`config.mk`:
```
export PLATFORM = sky130hd
export DESIGN_NAME = ext_irq_sense
export DESIGN_NICKNAME = d
export VERILOG_FILES = /design/src/rtl/irq_sense_pkg.sv /design/src/rtl/irq_sense_ctrl.sv /design/src/rtl/irq_sense_dp.sv /design/src/rtl/ext_irq_sense.sv
export SDC_FILE = /design/constraint.sdc
export NUM_CORES = 1
export LEC_CHECK = 0
export ABC_AREA = 1
export BUFFER_PORTS_ARGS = -buffer_cell sky130_fd_sc_hd__buf_2
export CORE_MARGIN = 2
export CORE_UTILIZATION = 57
export DETAILED_ROUTE_END_ITERATION = 10
export PLACE_DENSITY = 0.84
export SLEW_MARGIN = 20
export SYNTH_ARGS = -nofsm -noshare
export SYNTH_HDL_FRONTEND = slang
export SYNTH_SLANG_ARGS = --single-unit
export TNS_END_PERCENT = 100
```
`constraint.sdc`:
```
create_clock -name clk -period 2.4 [get_ports clk]
set_input_delay 0.36 -clock clk [delete_from_list [all_inputs] [get_ports clk]]
set_output_delay 0.36 -clock clk [all_outputs]
set_load 0.05 [all_outputs]
```
`src/rtl/irq_sense_pkg.sv`:
```
package irq_sense_pkg;
  localparam int PIN_COUNT  = 4;
  localparam int SENSE_W    = 2;
  localparam int SENSE_BITS = PIN_COUNT * SENSE_W;
  localparam int REG_W      = 8;

  localparam logic ADDR_SENSE = 1'b0;
  localparam logic ADDR_MASK  = 1'b1;

  typedef enum logic [SENSE_W-1:0] {
    SENSE_LOW  = 2'b00,
    SENSE_ANY  = 2'b01,
    SENSE_FALL = 2'b10,
    SENSE_RISE = 2'b11
  } senseMode_e;

  // strobes from control to datapath
  typedef struct packed {
    logic [PIN_COUNT-1:0] reload;  // mode field changed: resync previous sample
    logic [PIN_COUNT-1:0] gate;    // mask and global enable combined
  } ctrlStrobe_t;
endpackage

```
`src/rtl/irq_sense_ctrl.sv`:
```
module irq_sense_ctrl
  import irq_sense_pkg::*;
(
  input  logic                  clk,
  input  logic                  rstN,
  input  logic                  regWrEn,
  input  logic                  regAddr,
  input  logic [REG_W-1:0]      regWrData,
  input  logic                  globalEn,
  output logic [REG_W-1:0]      regRdData,
  output logic [SENSE_BITS-1:0] senseReg,
  output logic [PIN_COUNT-1:0]  maskReg,
  output ctrlStrobe_t           strobe
);
  logic senseWrite;
  logic maskWrite;

  assign senseWrite = regWrEn && (regAddr == ADDR_SENSE);
  assign maskWrite  = regWrEn && (regAddr == ADDR_MASK);

  always_ff @(posedge clk or negedge rstN) begin
    if (!rstN) begin
      senseReg <= '0;
      maskReg  <= '0;
    end else begin
      if (senseWrite) senseReg <= regWrData[SENSE_BITS-1:0];
      if (maskWrite)  maskReg  <= regWrData[PIN_COUNT-1:0];
    end
  end

  for (genvar n = 0; n < PIN_COUNT; n++) begin : g_strobe
    assign strobe.reload[n] = senseWrite &&
      (regWrData[n*SENSE_W +: SENSE_W] != senseReg[n*SENSE_W +: SENSE_W]);
    assign strobe.gate[n] = maskReg[n] & globalEn;
  end

  always_comb begin
    regRdData = '0;
    if (regAddr == ADDR_SENSE) regRdData[SENSE_BITS-1:0] = senseReg;
    else                       regRdData[PIN_COUNT-1:0]  = maskReg;
  end
endmodule

```
`src/rtl/irq_sense_dp.sv`:
```
module irq_sense_dp
  import irq_sense_pkg::*;
#(
  parameter int SYNC_STAGES = 2
) (
  input  logic                  clk,
  input  logic                  rstN,
  input  logic [PIN_COUNT-1:0]  pinIn,
  input  logic [PIN_COUNT-1:0]  ackIn,
  input  logic [SENSE_BITS-1:0] senseReg,
  input  ctrlStrobe_t           strobe,
  output logic [PIN_COUNT-1:0]  syncVal,
  output logic [PIN_COUNT-1:0]  flagQ,
  output logic [PIN_COUNT-1:0]  irqReq
);
  localparam int LAST = SYNC_STAGES - 1;

  logic [PIN_COUNT-1:0] stageQ [SYNC_STAGES];
  logic [PIN_COUNT-1:0] prevQ;
  logic [PIN_COUNT-1:0] nextSync;
  logic [PIN_COUNT-1:0] eventHit;

  always_ff @(posedge clk or negedge rstN) begin
    if (!rstN) begin
      for (int i = 0; i < SYNC_STAGES; i++) stageQ[i] <= '0;
    end else begin
      stageQ[0] <= pinIn;
      for (int i = 1; i < SYNC_STAGES; i++) stageQ[i] <= stageQ[i-1];
    end
  end

  assign syncVal  = stageQ[LAST];
  assign nextSync = stageQ[LAST-1];

  for (genvar n = 0; n < PIN_COUNT; n++) begin : g_pin
    senseMode_e mode;
    logic riseEv;
    logic fallEv;

    assign mode   = senseMode_e'(senseReg[n*SENSE_W +: SENSE_W]);
    assign riseEv = syncVal[n] & ~prevQ[n];
    assign fallEv = ~syncVal[n] & prevQ[n];

    always_comb begin
      unique case (mode)
        SENSE_LOW:  eventHit[n] = 1'b0;
        SENSE_ANY:  eventHit[n] = riseEv | fallEv;
        SENSE_FALL: eventHit[n] = fallEv;
        SENSE_RISE: eventHit[n] = riseEv;
      endcase
    end

    always_ff @(posedge clk or negedge rstN) begin
      if (!rstN) begin
        prevQ[n] <= 1'b0;
        flagQ[n] <= 1'b0;
      end else begin
        prevQ[n] <= strobe.reload[n] ? nextSync[n] : syncVal[n];
        flagQ[n] <= (flagQ[n] & ~ackIn[n]) | eventHit[n];
      end
    end

    assign irqReq[n] = strobe.gate[n] &
                       ((mode == SENSE_LOW) ? ~syncVal[n] : flagQ[n]);
  end
endmodule

```
`src/rtl/ext_irq_sense.sv`:
```
module ext_irq_sense
  import irq_sense_pkg::*;
#(
  parameter int SYNC_STAGES = 2
) (
  input  logic                 clk,
  input  logic                 rstN,
  input  logic [PIN_COUNT-1:0] pinIn,
  input  logic                 globalEn,
  input  logic [PIN_COUNT-1:0] ackIn,
  input  logic                 regWrEn,
  input  logic                 regAddr,
  input  logic [REG_W-1:0]     regWrData,
  output logic [REG_W-1:0]     regRdData,
  output logic [PIN_COUNT-1:0] irqReq
);
  logic [SENSE_BITS-1:0] senseReg;
  logic [PIN_COUNT-1:0]  maskReg;
  logic [PIN_COUNT-1:0]  syncVal;
  logic [PIN_COUNT-1:0]  flagQ;
  ctrlStrobe_t           strobe;

  irq_sense_ctrl u_ctrl (
    .clk(clk), .rstN(rstN), .regWrEn(regWrEn), .regAddr(regAddr),
    .regWrData(regWrData), .globalEn(globalEn), .regRdData(regRdData),
    .senseReg(senseReg), .maskReg(maskReg), .strobe(strobe)
  );

  irq_sense_dp #(.SYNC_STAGES(SYNC_STAGES)) u_dp (
    .clk(clk), .rstN(rstN), .pinIn(pinIn), .ackIn(ackIn),
    .senseReg(senseReg), .strobe(strobe), .syncVal(syncVal),
    .flagQ(flagQ), .irqReq(irqReq)
  );
endmodule

```
==> results.md, run 1 <==
* Avg Inst Size Synth at 7.84 µm²
* Die ar. at 2980 µm²
* Critical Path Fanout Max at 5
* Hold buffers post-CTS at 0
* Power density cells at 701 nW/µm²
* Max-slew headroom at 0.590
* Setup Skew at ~1.4 ps
* Unrepaired setup endpoints after global routing: no
* Post-Synthesis Cell Area at between 1000 and 1500 µm²
* Vias in the first global route at 1,248
* Outcome: finished clean
* Placed cells at between 200 and 250
* R2r setup slk at 1290 ps
* Final cycle utilization of the critical path at 0.775
* GRT overflow at 0
* CP startpoint kind: flop
* GRT Total Usage at 0.230
* Core footprint at between 2000 and 2500 µm²
* Worst setup margin at roughly 540 ps
* Hold slack at 8.45 ps
* Worst r2r src: u_dp.syncVal[1]$_DFF_PN0_
* Share of the synthesized area in the top cell type at 0.481
* Num CTS Buffers at 3
* Combinational power share at 0.249
* Most frequent cell after synthesis: nand2_1
* FILL cells at about 210
* Via density at slightly above 5
* WL/cell at 12.3 µm
* Pleak at 0.934 nW
* DIE HEIGHT at 54.6 µm
* CP Data Required Time at 2040 ps
* EDFF count, synth at 0
* F_max at approximately 540 MHz
* Final setup TNS at 0 ps
* Sequential power share at 0.487
* First-pass GRT wire length at roughly 4800 µm
* Worst Reg-to-Reg Cells at 4
* CP endpoint: irqReq[3]
* Drt first pass iters at 4
* Clk pwr share at 0.265
* CTS sink count at 28
* CTS tree: built
* Area contributors post-synth: dfrtp_1 48%, nand2_1 17%, inv_1 7.5%
* Synth Flop Type: dfrtp_1
* Clk buf depth at 2
* CTS Root Buffer Type: clkbuf_4
* Rows at 18
* Post-place setup slack at 922 ps
* Die W at 54.6 µm
* Post-synth top cells: 66 x nand2_1, 29 x inv_1, 28 x dfrtp_1
* Max Cap Violations at 0
* Non-Filler Instances at 249
* Antenna Violating Nets Remaining at 0
* Critical path origin: u_ctrl.senseReg[6]$_DFFE_PN0N_
* Yosys warnings at 0
* Layout cells sized above 1 at 0.169
* Internal power at 0.784 mW
* Leading area contributor after synthesis: dfrtp_1
* Pin count of the biggest net entering global routing at 29
* Maximum vdd ir drop at 439 µV
* WL final at 3070 µm
* Via count at 1,281
* Post-CTS setup buffers at 0
* Final hold violations at 0
* Yosys cell types at 14
* Estimated wirelength of the detail-placed design at roughly 2300 µm
* Sw Ratio at 0.335
* Worst-margin pin slew at 614 ps
* Crit Path Class: reg -> out
* Area post-placement at 1630 µm²
* H-tree depth at 1
* Period minus WS final at approximately 1900 ps
* Data arrival, critical path at roughly 1500 ps
* Setup-failing EPs final at 0
* Initial core utilization at 0.594
* Initial DRC Count at 40
* Ys async rst share at 1.00
* Min-delay worst type: in -> async
* Post-Route Utilization at 0.685
* Syn_nets at 215
* Synth Instances at 186
* Clock Latency Late Sink at 330 ps
* Synth Register Bits at 28
* Number of remaining DRC errors at 0
* Max Slew Vio Count at 0
* # port buffers at 32
* R2R Path End: u_dp.flagQ[1]$_DFF_PN0_
* Antenna diode count at 0
* Post-CTS sizing at 0
* Ports at 33
* Sequential element share of the synthesized area at 0.481
* CP Capture Type: output pin
* Clk slew on worst S/H paths at 150 ps
* Initial antenna violation count at 0
* Nets at 249
* P_sw at 0.394 mW
* Finished Cell Area at 1680 µm²
* Total Power at 1.18 mW
* Final Wtd Congestion at 0.911
* Area delta synth->final at 15.3%
==> power groups by stage <==
stage | Sequential [mW] | Clock (mW) | Combinational [mW]
6_report | 0.573 | 0.311 | 0.293
5_1_grt | 0.581 | 0.339 | 0.328
4_1_cts | 0.572 | 0.317 | 0.294
3_5_place_dp | 0.581 | 0 | 0.292
3_3_place_gp | 0.577 | 0 | 0.280
2_1_floorplan | 0.569 | 0 | 0.215
==> worst min-delay path by stage <==
| stage | from | end | slack, ps | cells past startpoint |
|---|---|---|---|---|
| floorplan | rstN | u_ctrl.maskReg[0]$_DFFE_PN0P_ | 60 | 0 |
| global placement | u_dp.nextSync[1]$_DFF_PN0_ | u_dp.syncVal[1]$_DFF_PN0_ | 360 | 0 |
| detailed placement | u_dp.nextSync[1]$_DFF_PN0_ | u_dp.syncVal[1]$_DFF_PN0_ | 370 | 0 |
| CTS | rstN | u_ctrl.senseReg[4]$_DFFE_PN0N_ | 20 | 1 |
| global route | rstN | u_ctrl.senseReg[4]$_DFFE_PN0N_ | 40 | 1 |
| finish | rstN | u_ctrl.senseReg[2]$_DFFE_PN0N_ | 8 | 1 |
==> flip-flops by register name (all words and copies together) (netlist names) <==
signal and cells:
u_dp.prevQ 4, u_dp.nextSync 4, u_ctrl.maskReg 4, u_dp.syncVal 4
u_ctrl.senseReg 8, u_dp.flagQ 4
==> cell usage in the layout, fill, tap and decap left out <==
master	count
o2111ai_1	3
dfrtp_1	28
buf_2	32
a21oi_1	4
nor2_4	1
ha_1	8
nor2_1	7
o2bb2ai_1	1
clkbuf_4	3
nand2_1	66
nor3_1	8
bufinv_16	1
inv_1	29
nand3_1	11
o21ai_0	17
==> layer usage <==
layer,wire length (µm),global-route usage,share of wire,up-vias
met5,0,0,0,-
met2,1550,0.432,0.51,30
met1,1350,0.243,0.44,592
met3,99,0.0383,0.032,7
met4,61,0.121,0.020,0
li1,-,-,-,652
==> logic make-up (layout without fill, tap and decap cells) <==
logic type | after synthesis | count (layout) | share of synthesized area
compound gates | 25 | 25 | 0.0961
fa+ha+maj | 8 | 8 | 0.0687
buf+inv | 32 | 65 | 0.0936
flops | 28 | 28 | 0.481
simple gates | 93 | 93 | 0.261
==> critical path, stage by stage (launching register included) <==
cell and delay, ps:
dfrtp_1 460, inv_1 150, a21oi_1 90, nor3_1 170, buf_2 300
==> final cells by class <==
class / count / area, µm² / area share
inverter: 29 / 109 / 0.0648
tap: 30 / 37.5 / 0.0223
multi-input combinational: 126 / 621 / 0.369
clock buffer: 3 / 22.5 / 0.0134
timing repair buffer: 32 / 160 / 0.0953
clock inverter: 1 / 30.0 / 0.0179
sequential: 28 / 701 / 0.417
Note: power is estimated with default switching activity, not from simulation.
==> inputs of run 2 (changes only) <==
--- a/config.mk
+++ b/config.mk
@@ -8,9 +8,9 @@
 export ABC_AREA = 1
 export BUFFER_PORTS_ARGS = -buffer_cell sky130_fd_sc_hd__buf_2
 export CORE_MARGIN = 2
-export CORE_UTILIZATION = 57
+export CORE_UTILIZATION = 48
 export DETAILED_ROUTE_END_ITERATION = 10
-export PLACE_DENSITY = 0.84
+export PLACE_DENSITY = 0.75
 export SLEW_MARGIN = 20
 export SYNTH_ARGS = -nofsm -noshare
 export SYNTH_HDL_FRONTEND = slang
==> constraint.sdc (replaced) <==
create_clock -name clk -period 1.6 [get_ports clk]
set_input_delay 0.24 -clock clk [delete_from_list [all_inputs] [get_ports clk]]
set_output_delay 0.24 -clock clk [all_outputs]
set_load 0.05 [all_outputs]
==> results.md, run 2 (synthesis gave the netlist of run 1 again) <==
* Outcome: finished clean
* Ports at 33
* GRT Total Usage at 0.190
* Crit Path Class: reg -> out
* Critical path origin: u_ctrl.senseReg[1]$_DFFE_PN0N_
* Unrepaired setup endpoints after global routing: yes
* First-pass GRT wire length at 4950 µm
* Final Wtd Congestion at roughly 0.84
* Internal power at 1.22 mW
* GRT overflow at 0
* CP cell instances: inv_2 -> a21oi_2 -> nor3_2 -> buf_6
* Layout cells sized above 1 at 0.241
* Antenna diode count at 0
* Data arrival, critical path at 1310 ps
* Nets at 258
* Maximum vdd ir drop at 713 µV
* Finished Cell Area at 1820 µm²
* Period minus WS final at 1550 ps
* Clock Latency Late Sink at 330 ps
* Core footprint at 2830 µm²
* Worst Min Path Start: ackIn[1]
* WL/cell at ~12 µm
* Drt first pass iters at 4
* Initial antenna violation count at 0
* P_sw at between 0.5 and 0.6 mW
* Area post-placement at 1650 µm²
* Max incr delay on CP at roughly 460 ps
* Max Slew Vio Count at 0
* Worst setup margin at between 40 and 50 ps
* Critical Path Fanout Max at 5
* Setup-failing EPs final at 0
* Biggest register: u_ctrl.senseReg
* Max Cap Violations at 0
* F_max at 643 MHz
* Initial core utilization at 0.515
* Setup Skew at between 8 and 9 ps
* CP Capture Type: output pin
* Num CTS Buffers at 3
* Clk pwr share at 0.252
* Die ar. at 3490 µm²
* Via density at roughly 5
* Worst r2r src: u_dp.syncVal[1]$_DFF_PN0_
* Estimated wirelength of the detail-placed design at 2150 µm
* CTS tree: built
* Die W at 59.1 µm
* Critical Path Slowest Stage Cell: dfrtp_1
* Initial DRC Count at 73
* Final cycle utilization of the critical path at 0.972
* DIE HEIGHT at 59.1 µm
* FILL cells at 241
* Min-delay worst type: in -> reg
* Pin count of the biggest net entering global routing at 29
* Power density cells at 1000 nW/µm²
* Post-place setup slack at ~320 ps
* Commonest non-fill, non-tap cell in the layout: nand2_1
* Vias in the first global route at 1,162
* Number of remaining DRC errors at 0
* Sequential power share at 0.474
* CTS sink count at 28
* CP Data Required Time at 1360 ps
* H-tree depth at 1
* CTS Root Buffer Type: clkbuf_4
* Delay-heaviest family, CP: flip-flops
* Combinational power share at 0.274
* Max reg flops at 8
* Clk buf depth at 2
* CP startpoint kind: flop
* Most frequent cells in the layout: 66 x nand2_1, 28 x buf_2, 27 x dfrtp_1
* Antenna Violating Nets Remaining at 0
* Clk slew on worst S/H paths at around 150 ps
* Final hold violations at 0
* Worst-margin pin slew at 613 ps
* # port buffers at 32
* Max-slew headroom at 0.592
* Pleak at roughly 0.97 nW
* Area delta synth->final at 24.5%
* CP bufs+invs at 2
* Hold slack at 61.2 ps
* Post-Route Utilization at 0.642
* WL final at 3030 µm
* Rows at 19
* Via count at 1,293
* Sw Ratio at 0.330
-- run 2: path summary, 6_finish.rpt --
kind | to | slack [ps] | depth (start not counted)
setup reg to reg | u_dp.flagQ[1]$_DFF_PN0_ | 430 | 4
hold reg to reg | u_dp.syncVal[0]$_DFF_PN0_ | 390 | 0
setup / recovery | irqReq[0] | 50 | 4
hold / removal | u_dp.flagQ[1]$_DFF_PN0_ | 60 | 2
min in group asynchronous | u_dp.syncVal[0]$_DFF_PN0_ | 440 | 2
max in group asynchronous | u_ctrl.senseReg[7]$_DFFE_PN0N_ | 720 | 2
-- run 2: metal layers --
layer,wire [µm],part of all wire,vias to the layer above,global-route usage
li1,-,-,673,-
met1,1410,0.47,590,0.226
met2,1480,0.49,28,0.341
met3,122,0.040,2,0.0590
met4,17,0.0056,0,0.0292
met5,0,0,-,0
-- run 2: cell type report --
| type | count | area, µm² | area share |
|---|---|---|---|
| Tap cell | 31 | 38.8 | 0.0214 |
| Multi-Input combinational cell | 126 | 648 | 0.357 |
| Timing Repair Buffer | 41 | 265 | 0.146 |
| Clock buffer | 3 | 22.5 | 0.0124 |
| Sequential cell | 28 | 702 | 0.387 |
| Clock inverter | 1 | 30.0 | 0.0165 |
| Inverter | 29 | 109 | 0.0600 |
-- run 2: metrics by stage --
step / TNS, ps / power (mW) / std cells
floorplan: 0 / 1.19 / 186
global placement: 0 / 1.31 / 246
detailed placement: 0 / 1.32 / 246
CTS: 0 / 1.79 / 254
global route: -29.6 / 1.93 / 259
finish: 0 / 1.82 / 259
-- run 2: timing repair --
item                                   in CTS  in global routing
hold buffers                                4                  1
setup buffers                               0                  4
gates resized for setup                     8                 10
endpoints found under the hold margin      31                  1
cloned                                      0                  0
setup endpoints to repair                   4                  5
-- run 2: power by group through the flow --
stage / sequential [mW] / clock (mW) / combinational (mW)
finish: 0.861 / 0.458 / 0.497
global placement: 0.867 / 0 / 0.442
floorplan: 0.853 / 0 / 0.334
CTS: 0.857 / 0.471 / 0.464
detailed placement: 0.868 / 0 / 0.447
global route: 0.874 / 0.499 / 0.558
==> inputs of run 3 (changes only) <==
--- a/config.mk
+++ b/config.mk
@@ -9,6 +9,7 @@
 export BUFFER_PORTS_ARGS = -buffer_cell sky130_fd_sc_hd__buf_2
 export CORE_MARGIN = 2
 export CORE_UTILIZATION = 48
+export CTS_BUF_LIST = sky130_fd_sc_hd__clkbuf_16
 export DETAILED_ROUTE_END_ITERATION = 10
 export PLACE_DENSITY = 0.75
 export SLEW_MARGIN = 20
==> results.md, run 3 (synthesis gave the netlist of run 1 again) <==
* Max reg flops at 8
* CP startpoint kind: flop
* Power density cells at between 1000 and 1500 nW/µm²
* # port buffers at 32
* Min-delay worst type: in -> async
* Pin count of the biggest net entering global routing at 29
* Period minus WS final at 1540 ps
* FILL cells at 250
* Estimated wirelength of the detail-placed design at 2150 µm
* CTS tree: built
* Max Cap Violations at 0
* CTS sink count at 28
* Rows at 19
* Worst-margin pin slew at approximately 600 ps
* Setup Skew at 1.84 ps
* Final Wtd Congestion at about 0.84
* Clk buf depth at 2
* Number of remaining DRC errors at 0
* Max incr delay on CP at 410 ps
* First-pass GRT wire length at 5060 µm
* Max Slew Vio Count at 0
* Final cycle utilization of the critical path at 0.961
* Data arrival, critical path at 1300 ps
* WL/cell at 11.7 µm
* WL final at 2940 µm
* Post-CTS setup buffers at 0
* Final hold violations at 28
* Worst r2r src: u_dp.syncVal[1]$_DFF_PN0_
* Outcome: finished, violations left
* DIE HEIGHT at 59.1 µm
* Hold buffers post-CTS at 0
* Antenna Violating Nets Remaining at 0
* H-tree depth at 1
* Maximum vdd ir drop at 847 µV
* Critical Path Fanout Max at 6
* Nets at 249
* Die ar. at 3490 µm²
* Ports at 33
* Clk slew on worst S/H paths at 70 ps
* Initial DRC Count at 67
* Layout cells sized above 1 at 0.196
* Commonest non-fill, non-tap cell in the layout: nand2_1
* Area delta synth->final at 21.0%
* Hold slack at -10.8 ps
* Biggest register: u_ctrl.senseReg
* Post-CTS sizing at 0
* Unrepaired setup endpoints after global routing: no
* Violations in the final reports: hold timing
* Pleak at approximately 0.96 nW
* CP Data Required Time at 1360 ps
* Critical path origin: u_ctrl.senseReg[0]$_DFFE_PN0N_
* Clock Latency Late Sink at 260 ps
* F_max at 650 MHz
* Via count at between 1,000 and 1,500
* Die W at 59.1 µm
* Initial core utilization at 0.515
* Critical Path Slowest Stage Cell: dfrtp_1
* Most frequent cells in the layout: 66 x nand2_1, 28 x buf_2, 28 x dfrtp_1
* GRT Total Usage at 0.192
* Crit Path Class: reg -> out
* Antenna diode count at 0
* CP Capture Type: output pin
* Initial antenna violation count at 0
* GRT overflow at 0
* Vias in the first global route at roughly 1,200
* Final setup TNS at 0 ps
* CP cell instances: inv_1 -> a21oi_1 -> nor3_2 -> buf_4
* Max-slew headroom at 0.591
* Drt first pass iters at 4
* Setup-failing EPs final at 0
* Num CTS Buffers at 3
* CTS Root Buffer Type: clkbuf_16
* Core footprint at 2830 µm²
* Via density at 5.00
## run 3: cell types whose count changed in the layout (fill, tap and decap cells not counted), sizes merged
| cell | change |
|---|---|
| dlygate4sd3 | -5 |
| buf | -7 |
| clkbuf | +3 |
## run 3: worst max-delay path, delay by kind of cell, from the launching register on
kind | cells | cell delay (ps)
buffers and inverters | 2 | 390
flip-flops | 1 | 410
AO/OA/AOI/OAI | 1 | 110
AND/OR/NAND/NOR | 1 | 140
## run 3: report_power, final
group	total, mW	internal [mW]	switching (mW)
logic	0.450	0.140	0.310
clock network	0.726	0.498	0.228
registers	0.859	0.791	0.0680
## run 3: cell type report
class | instances | area, µm² | area share
Inverter | 29 | 109 | 0.0617
Clock inverter | 1 | 30.0 | 0.0170
Tap cell | 31 | 38.8 | 0.0220
Clock buffer | 3 | 75.1 | 0.0426
Multi-Input combinational cell | 126 | 641 | 0.363
Timing Repair Buffer | 32 | 170 | 0.0965
Sequential cell | 28 | 701 | 0.397
## run 3: path summary, 6_finish.rpt
kind / slack [ps] / endpoint / depth (start not counted)
max reg2reg: 490 / u_dp.flagQ[1]$_DFF_PN0_ / 4
min in group clk: 80 / u_dp.nextSync[0]$_DFF_PN0_ / 1
max: 60 / irqReq[0] / 4
min: -10 / u_dp.flagQ[2]$_DFF_PN0_ / 1
min reg2reg: 370 / u_dp.syncVal[0]$_DFF_PN0_ / 0
max in group asynchronous: 1210 / u_dp.nextSync[3]$_DFF_PN0_ / 1
## run 3: metal layers
| metal | vias to the layer above | wire length (µm) | part of all wire | GRT usage |
|---|---|---|---|---|
| li1 | 648 | - | - | - |
| met4 | 0 | 17 | 0.0058 | 0.0292 |
| met3 | 2 | 129 | 0.044 | 0.0590 |
| met1 | 567 | 1400 | 0.48 | 0.235 |
| met5 | - | 0 | 0 | 0 |
| met2 | 32 | 1390 | 0.47 | 0.341 |
## run 3: per-stage QoR
step	instance area [µm²]	total power, mW	worst slack, ps	cells	util
after floorplan	1480	1.19	156	186	-
after global placement	1650	1.31	321	246	0.583
after detailed placement	1650	1.32	316	246	0.583
after CTS	1750	2.05	13.2	250	0.620
after global routing	1760	2.15	2.05	250	0.624
final	1760	2.03	62.2	250	0.624
